`src/rtl/twiRegPkg.sv`:
```
package twiRegPkg;
  localparam int BYTE_W = 8;
  localparam int CNT_W  = $clog2(BYTE_W + 1);

  typedef enum logic [3:0] {
    ST_IDLE, ST_ADDR, ST_ADDR_ACK, ST_CMD, ST_CMD_ACK,
    ST_WDATA, ST_WDATA_ACK, ST_RDATA, ST_RACK, ST_IGNORE
  } twiState_t;

  // bus events seen by the datapath, handed to control
  typedef struct packed {
    logic sclRise;
    logic sclFall;
    logic startSeen;
    logic stopSeen;
    logic sdaBit;
  } busEvents_t;

  // strobes from control to datapath
  typedef struct packed {
    logic shiftIn;
    logic clrBits;
    logic loadPtr;
    logic wrReg;
    logic loadTx;
    logic nextTx;
    logic pullAck;
    logic relSda;
  } ctrlStrobes_t;
endpackage

```
`src/rtl/twiDatapath.sv`:
```
module twiDatapath
  import twiRegPkg::*;
#(
  parameter int TOP_REG  = 69,
  parameter int SYNC_LEN = 2,
  localparam int NUM_REGS = TOP_REG + 1,
  localparam int PTR_W    = $clog2(NUM_REGS)
) (
  input  logic               clk,
  input  logic               rstN,
  input  logic               sclIn,
  input  logic               sdaIn,
  input  ctrlStrobes_t       strb,
  output busEvents_t         ev,
  output logic [BYTE_W-1:0]  rxByte,
  output logic [CNT_W-1:0]   bitCnt,
  output logic               sdaOe,
  input  logic [PTR_W-1:0]   rdAddr,
  output logic [BYTE_W-1:0]  rdData
);
  logic [SYNC_LEN:0]   sclQ, sdaQ;
  logic                sclS, sclP, sdaS, sdaP;
  logic [PTR_W-1:0]    ptr;
  logic [BYTE_W-1:0]   txByte;
  logic [BYTE_W-1:0]   regs [NUM_REGS];

  function automatic logic [PTR_W-1:0] bumpPtr(input logic [PTR_W-1:0] p);
    return (p == PTR_W'(TOP_REG)) ? '0 : p + 1'b1;
  endfunction

  // input synchronizers plus one history stage for edge detection
  always_ff @(posedge clk) begin
    if (!rstN) begin
      sclQ <= '1;
      sdaQ <= '1;
    end else begin
      sclQ <= {sclQ[SYNC_LEN-1:0], sclIn};
      sdaQ <= {sdaQ[SYNC_LEN-1:0], sdaIn};
    end
  end

  assign sclS = sclQ[SYNC_LEN-1];
  assign sclP = sclQ[SYNC_LEN];
  assign sdaS = sdaQ[SYNC_LEN-1];
  assign sdaP = sdaQ[SYNC_LEN];

  always_comb begin
    ev.sclRise   = sclS & ~sclP;
    ev.sclFall   = ~sclS & sclP;
    ev.startSeen = sclS & sclP & sdaP & ~sdaS;
    ev.stopSeen  = sclS & sclP & ~sdaP & sdaS;
    ev.sdaBit    = sdaS;
  end

  // receive shifter and bit counter
  always_ff @(posedge clk) begin
    if (!rstN) begin
      rxByte <= '0;
      bitCnt <= '0;
    end else begin
      if (strb.shiftIn) rxByte <= {rxByte[BYTE_W-2:0], sdaS};
      if (strb.clrBits || strb.loadTx) bitCnt <= '0;
      else if (strb.shiftIn || strb.nextTx) bitCnt <= bitCnt + 1'b1;
    end
  end

  // pointer and register bank
  always_ff @(posedge clk) begin
    if (!rstN) begin
      ptr <= '0;
      for (int i = 0; i < NUM_REGS; i++) regs[i] <= '0;
    end else if (strb.loadPtr) begin
      ptr <= rxByte[PTR_W-1:0];
    end else if (strb.wrReg) begin
      regs[ptr] <= rxByte;
      ptr       <= bumpPtr(ptr);
    end else if (strb.loadTx) begin
      ptr <= bumpPtr(ptr);
    end
  end

  // transmit shifter and open-drain drive
  always_ff @(posedge clk) begin
    if (!rstN) begin
      txByte <= '0;
      sdaOe  <= 1'b0;
    end else if (strb.relSda) begin
      sdaOe <= 1'b0;
    end else if (strb.pullAck) begin
      sdaOe <= 1'b1;
    end else if (strb.loadTx) begin
      txByte <= regs[ptr];
      sdaOe  <= ~regs[ptr][BYTE_W-1];
    end else if (strb.nextTx) begin
      txByte <= {txByte[BYTE_W-2:0], 1'b0};
      sdaOe  <= ~txByte[BYTE_W-2];
    end
  end

  assign rdData = (rdAddr <= PTR_W'(TOP_REG)) ? regs[rdAddr] : '0;


  sda_edge_chk: assert property (@(posedge clk) disable iff (!rstN)
    !$stable(sdaOe) |-> !sclS);

  ptr_range_chk: assert property (@(posedge clk) disable iff (!rstN)
    ptr <= PTR_W'(TOP_REG));

  ptr_wrap_chk: assert property (@(posedge clk) disable iff (!rstN)
    ((strb.wrReg || strb.loadTx) && ptr == PTR_W'(TOP_REG)) |=> ptr == '0);

  cmd_range_chk: assert property (@(posedge clk) disable iff (!rstN)
    strb.loadPtr |-> rxByte <= BYTE_W'(TOP_REG));
endmodule

```
`src/rtl/twiCtrl.sv`:
```
module twiCtrl
  import twiRegPkg::*;
#(
  parameter logic [6:0] DEV_ADDR = 7'h2A,
  parameter int         TOP_REG  = 69
) (
  input  logic              clk,
  input  logic              rstN,
  input  busEvents_t        ev,
  input  logic [BYTE_W-1:0] rxByte,
  input  logic [CNT_W-1:0]  bitCnt,
  output ctrlStrobes_t      strb
);
  twiState_t st, nxt;
  logic      isRead, mAck;
  logic      byteFull, addrHit, cmdOk;

  assign byteFull = (bitCnt == CNT_W'(BYTE_W));
  assign addrHit  = (rxByte[BYTE_W-1:1] == DEV_ADDR);
  assign cmdOk    = (rxByte <= BYTE_W'(TOP_REG));

  always_comb begin
    strb = '0;
    nxt  = st;
    if (ev.stopSeen) begin
      nxt          = ST_IDLE;
      strb.relSda  = 1'b1;
      strb.clrBits = 1'b1;
    end else if (ev.startSeen) begin
      nxt          = ST_ADDR;
      strb.relSda  = 1'b1;
      strb.clrBits = 1'b1;
    end else begin
      case (st)
        ST_ADDR, ST_CMD, ST_WDATA: begin
          if (ev.sclRise && !byteFull) strb.shiftIn = 1'b1;
          if (ev.sclFall && byteFull) begin
            strb.clrBits = 1'b1;
            if (st == ST_ADDR) begin
              if (addrHit) begin
                strb.pullAck = 1'b1;
                nxt          = ST_ADDR_ACK;
              end else begin
                nxt = ST_IGNORE;
              end
            end else if (st == ST_CMD) begin
              if (cmdOk) begin
                strb.pullAck = 1'b1;
                strb.loadPtr = 1'b1;
                nxt          = ST_CMD_ACK;
              end else begin
                nxt = ST_IGNORE;
              end
            end else begin
              strb.pullAck = 1'b1;
              strb.wrReg   = 1'b1;
              nxt          = ST_WDATA_ACK;
            end
          end
        end
        ST_ADDR_ACK: begin
          if (ev.sclFall) begin
            if (isRead) begin
              strb.loadTx = 1'b1;
              nxt         = ST_RDATA;
            end else begin
              strb.relSda = 1'b1;
              nxt         = ST_CMD;
            end
          end
        end
        ST_CMD_ACK, ST_WDATA_ACK: begin
          if (ev.sclFall) begin
            strb.relSda = 1'b1;
            nxt         = ST_WDATA;
          end
        end
        ST_RDATA: begin
          if (ev.sclFall) begin
            if (bitCnt == CNT_W'(BYTE_W - 1)) begin
              strb.relSda  = 1'b1;
              strb.clrBits = 1'b1;
              nxt          = ST_RACK;
            end else begin
              strb.nextTx = 1'b1;
            end
          end
        end
        ST_RACK: begin
          if (ev.sclFall) begin
            if (mAck) begin
              strb.loadTx = 1'b1;
              nxt         = ST_RDATA;
            end else begin
              nxt = ST_IGNORE;
            end
          end
        end
        default: ;
      endcase
    end
  end

  always_ff @(posedge clk) begin
    if (!rstN) begin
      st     <= ST_IDLE;
      isRead <= 1'b0;
      mAck   <= 1'b0;
    end else begin
      st <= nxt;
      if (st == ST_ADDR && ev.sclFall && byteFull) isRead <= rxByte[0];
      if (st == ST_RACK && ev.sclRise) mAck <= ~ev.sdaBit;
    end
  end


  ignore_quiet_chk: assert property (@(posedge clk) disable iff (!rstN)
    (st == ST_IGNORE) |-> !(strb.pullAck || strb.loadTx || strb.wrReg));

  strobe_excl_chk: assert property (@(posedge clk) disable iff (!rstN)
    $onehot0({strb.wrReg, strb.loadPtr, strb.loadTx}));
endmodule

```
`src/rtl/twiRegSlave.sv`:
```
module twiRegSlave
  import twiRegPkg::*;
#(
  parameter logic [6:0] DEV_ADDR = 7'h2A,
  parameter int         TOP_REG  = 69,
  parameter int         SYNC_LEN = 2,
  localparam int        PTR_W    = $clog2(TOP_REG + 1)
) (
  input  logic              clk,
  input  logic              rstN,
  input  logic              sclIn,
  input  logic              sdaIn,
  output logic              sdaOe,
  input  logic [PTR_W-1:0]  rdAddr,
  output logic [BYTE_W-1:0] rdData
);
  busEvents_t        ev;
  ctrlStrobes_t      strb;
  logic [BYTE_W-1:0] rxByte;
  logic [CNT_W-1:0]  bitCnt;

  twiCtrl #(.DEV_ADDR(DEV_ADDR), .TOP_REG(TOP_REG)) ctrl (
    .clk(clk), .rstN(rstN), .ev(ev), .rxByte(rxByte), .bitCnt(bitCnt), .strb(strb)
  );

  twiDatapath #(.TOP_REG(TOP_REG), .SYNC_LEN(SYNC_LEN)) dp (
    .clk(clk), .rstN(rstN), .sclIn(sclIn), .sdaIn(sdaIn), .strb(strb),
    .ev(ev), .rxByte(rxByte), .bitCnt(bitCnt), .sdaOe(sdaOe),
    .rdAddr(rdAddr), .rdData(rdData)
  );
endmodule

```
`config.mk`:
```
export PLATFORM = sky130hd
export DESIGN_NAME = twiRegSlave
export DESIGN_NICKNAME = d
export VERILOG_FILES = /design/src/rtl/twiRegPkg.sv /design/src/rtl/twiDatapath.sv /design/src/rtl/twiCtrl.sv /design/src/rtl/twiRegSlave.sv
export SDC_FILE = /design/constraint.sdc
export NUM_CORES = 2
export LEC_CHECK = 0
export BUFFER_PORTS_ARGS = -buffer_cell sky130_fd_sc_hd__buf_4
export CAP_MARGIN = 10
export CORE_ASPECT_RATIO = 1.5
export CORE_MARGIN = 2
export CORE_UTILIZATION = 60
export CTS_BUF_LIST = sky130_fd_sc_hd__clkbuf_8
export DETAILED_ROUTE_END_ITERATION = 16
export PLACE_DENSITY_LB_ADDON = 0.08
export SETUP_SLACK_MARGIN = 0.4
export SYNTH_ARGS = -nofsm -noshare
export SYNTH_HDL_FRONTEND = slang
export SYNTH_SLANG_ARGS = --single-unit
```
`constraint.sdc`:
```
create_clock -name clk -period 7.8 [get_ports clk]
set_clock_uncertainty 0.05 [all_clocks]
set_input_delay 0.78 -clock clk [delete_from_list [all_inputs] [get_ports clk]]
set_output_delay 0.78 -clock clk [all_outputs]
set_load 0.1 [all_outputs]
```
==> results by group <==
Yosys
  • Mapped Avg Cell Area: 15.56 sq um
  • Seq cells post-synth: 1,070
  • Yosys cell types: 67
  • Total number of yosys warnings: 0
  • Most common library cells after synthesis: edfxtp_1 (1,024), and3_1 (561), mux4_2 (495), clkbuf_1 (283), nand2_1 (184)
  • Leading post-synthesis cells by cell area: edfxtp_1 (56%), mux4_2 (20%), and3_1 (6.4%)
  • Share of the synthesized area in the top cell type: 56.36%
  • Syn nets: 3,521
  • Number of synthesized flops with an enable pin: 1,024
  • Area leader, netlist: edfxtp_1
  • Fraction of registers with async set/reset: 0%
  • Seq/Total Area, Yosys: 58.04%
  • Main flop type after synthesis: edfxtp_1
  • Most frequent cell after synthesis: edfxtp_1
  • Synthesized netlist cell count: 3,506
  • Syn Std Cell Area: 54,560 sq um

Clock network
  • Clock transition at the registers of the reported paths: 0.06 ns
  • Max Root-Sink Buffers: 3
  • Worst-Skew Late Latency: 0.87 ns
  • H-tree depth: 4
  • TritonCTS clock tree: yes
  • TritonCTS Buffers: 159
  • Sink Count: 1,070
  • CTS Root Cell: clkbuf_8

Global routing
  • Total GRT Usage: 35.56%
  • Global-route wire length before repair: 237,500 microns
  • GR Overflow Total: 0
  • Vias in the first global route: 34.53k
  • Antenna violations before repair: 2
  • Largest net degree at the start of global routing: 138

Worst setup path
  • Worst Setup End Kind: output pin
  • CP startpoint kind: primary input
  • Crit path max fanout: 137
  • Crit path required time: 6.97 ns
  • WS Path Type: primary input to output pin
  • Critical Path AT: 4.90 ns

Timing
  • Max Freq: 0.1746 GHz
  • Ratio of final minimum period to clock period: 73.41%
  • Final worst slack: 2.074 ns
  • RSZ-0062 raised after global routing: false
  • Final hold violations: 0
  • Hold WS: 0.2241 ns
  • Final setup TNS: 0 ns
  • Max Slew Vio Count: 0
  • Actual slew at the worst max-slew pin: 1.323 ns
  • Final setup vio count: 0
  • Tmin final: 5.726 ns
  • Slew Limit Headroom: 11.81%

Cells and area
  • Fillers: 6,482
  • Area of the multi-input gates: 21,000 sq um
  • Layout net count: 3,372
  • Share of cells above drive strength 1: 23.75%
  • FF+latch area: 31,710 sq um
  • Fin util: 64.34%
  • Area Overhead vs Synth: 6.356%
  • Fin area: 58,030 sq um

Route
  • Post-DR vias/cell: 7.392
  • Final wirelength: 163,100 microns
  • Post-DRT Antenna Nets: 0
  • Vias: 34.32k
  • WL/cell: 35.12 microns
  • Router iterations before antenna repair: 5
  • Starting DRC count in detailed routing: 4,267
  • DRC violation count after routing: 0

Flow run
  • Max_cap viols: 0

Die
  • Boundary pin count: 20
  • Die ar.: 93,420 sq um
  • Core Area: 90,200 sq um
  • Core Rows: 135
  • Initial Util: 60.49%
  • Die width: 250.2 microns
  • Y dimension of the die: 373.3 microns

Place
  • Pre-CTS setup slack: 2.332 ns
  • Post-detail-place hpwl: 103,900 microns
  • Placement Cell Area: 55,050 sq um
  • Input/output buffers: 19
  • Final Wtd Congestion: 0.9742

Status
  • Status: complete, no violations

Power and ir drop
  • PD cells: 200.5 nW/um^2
  • Worst vdd ir: 0.1620 mV
  • Static Leakage: 0.02082 uW

Min path
  • Hold Path Class: primary input to flip-flop
## routing by layer
metal / wire length [microns] / share of wire [%] / up-vias / track usage [%]
met1: 53320 / 33 / 17570 / 42.63
met3: 14450 / 8.9 / 496 / 6.416
li1: - / - / 14083 / -
met5: 0 / 0 / - / 0
met2: 81740 / 50 / 2171 / 58.65
met4: 13550 / 8.3 / 0 / 24.90
## power breakdown
group / switching (uW) / internal [uW] / leakage (uW)
clock network: 2190 / 2190 / 0.00170
registers: 79.3 / 6390 / 0.00999
logic: 468 / 316 / 0.00913
## final timing paths
kind | start | to | slack [ns] | cells past startpoint
hold reg to reg | dp.sdaQ[0] | dp.sdaQ[1] | 0.37 | 1
setup reg to reg | flip-flop | dp.txByte[2] | 3.50 | 7
hold / removal | rstN | dp.sdaQ[1] | 0.22 | 2
setup / recovery | rdAddr[1] | rdData[4] | 2.07 | 9
## cells in the final DEF (no fill, tap or decap), types with 6 or more instances in the layout
cell       instances
edfxtp_1        1024
and3_1           561
mux4_2           495
nand2_1          183
clkbuf_8         176
mux2i_1          145
nor2_1            98
buf_4             80
inv_1             68
o22ai_1           59
a21oi_1           47
clkinv_1          44
o221ai_1          40
a221oi_1          39
a22o_1            36
a22oi_1           35
dfxtp_1           35
a211oi_1          26
o21ai_0           26
o32ai_1           23
nor2b_1           19
nand2b_1          19
nand3_1           19
nor3_1            17
and2_1            13
clkinv_2          13
dfxtp_4           10
nor2_4             8
a2111oi_0          7
nor4_1             7
buf_12             7
a31oi_1            6
## worst max-delay path, stage by stage
cell and delay, ns:
buf_8 0.49, buf_12 0.52, mux4_2 0.43, mux4_2 0.49
clkinv_1 0.18, o22ai_1 0.11, a211oi_1 0.78, o32ai_1 0.34
buf_4 0.33
## cell type report
class	count	area share (%)
well taps	1164	2.510
repair buffers	91	1.363
clock buffers	176	4.174
flip-flops and latches	1070	54.64
diodes	1	0.004312
clock inverters	106	0.9293
multi-input cells	2006	36.19
inverters	29	0.1876
## flip-flops by register name, summed over array words and instances (netlist names), 3 cells and up, named ones only
signal	cells
dp.regs	1024
dp.rxByte	8
dp.ptr	7
dp.txByte	7
ctrl.st	4
dp.bitCnt	4
dp.sclQ	3
dp.sdaQ	3
## logic make-up after synthesis
family                     share of synthesized area (%)
AOI/OAI and AO/OA                                  5.020
buffers and inverters                              3.685
xor gates and xnor gates                         0.09631
DFF                                                58.04
and+or+nand+nor                                    9.952
adders and majority gates                        0.09173
muxes                                              23.11
## stage by stage
stage | instances | total power, uW
6_report | 4643 | 11640
4_1_cts | 4642 | 11660
3_3_place_gp | 4358 | 7337
2_1_floorplan | 3506 | 7094
3_5_place_dp | 4358 | 7361
5_1_grt | 4643 | 11940
## timing repair
action / CTS / global route
gates resized for setup: 0 / 0
hold buffers: 2 / 0
buffers inserted: 0 / 0
hold endpoints to repair: 2 / 0
(Power assumes the default switching activity.)
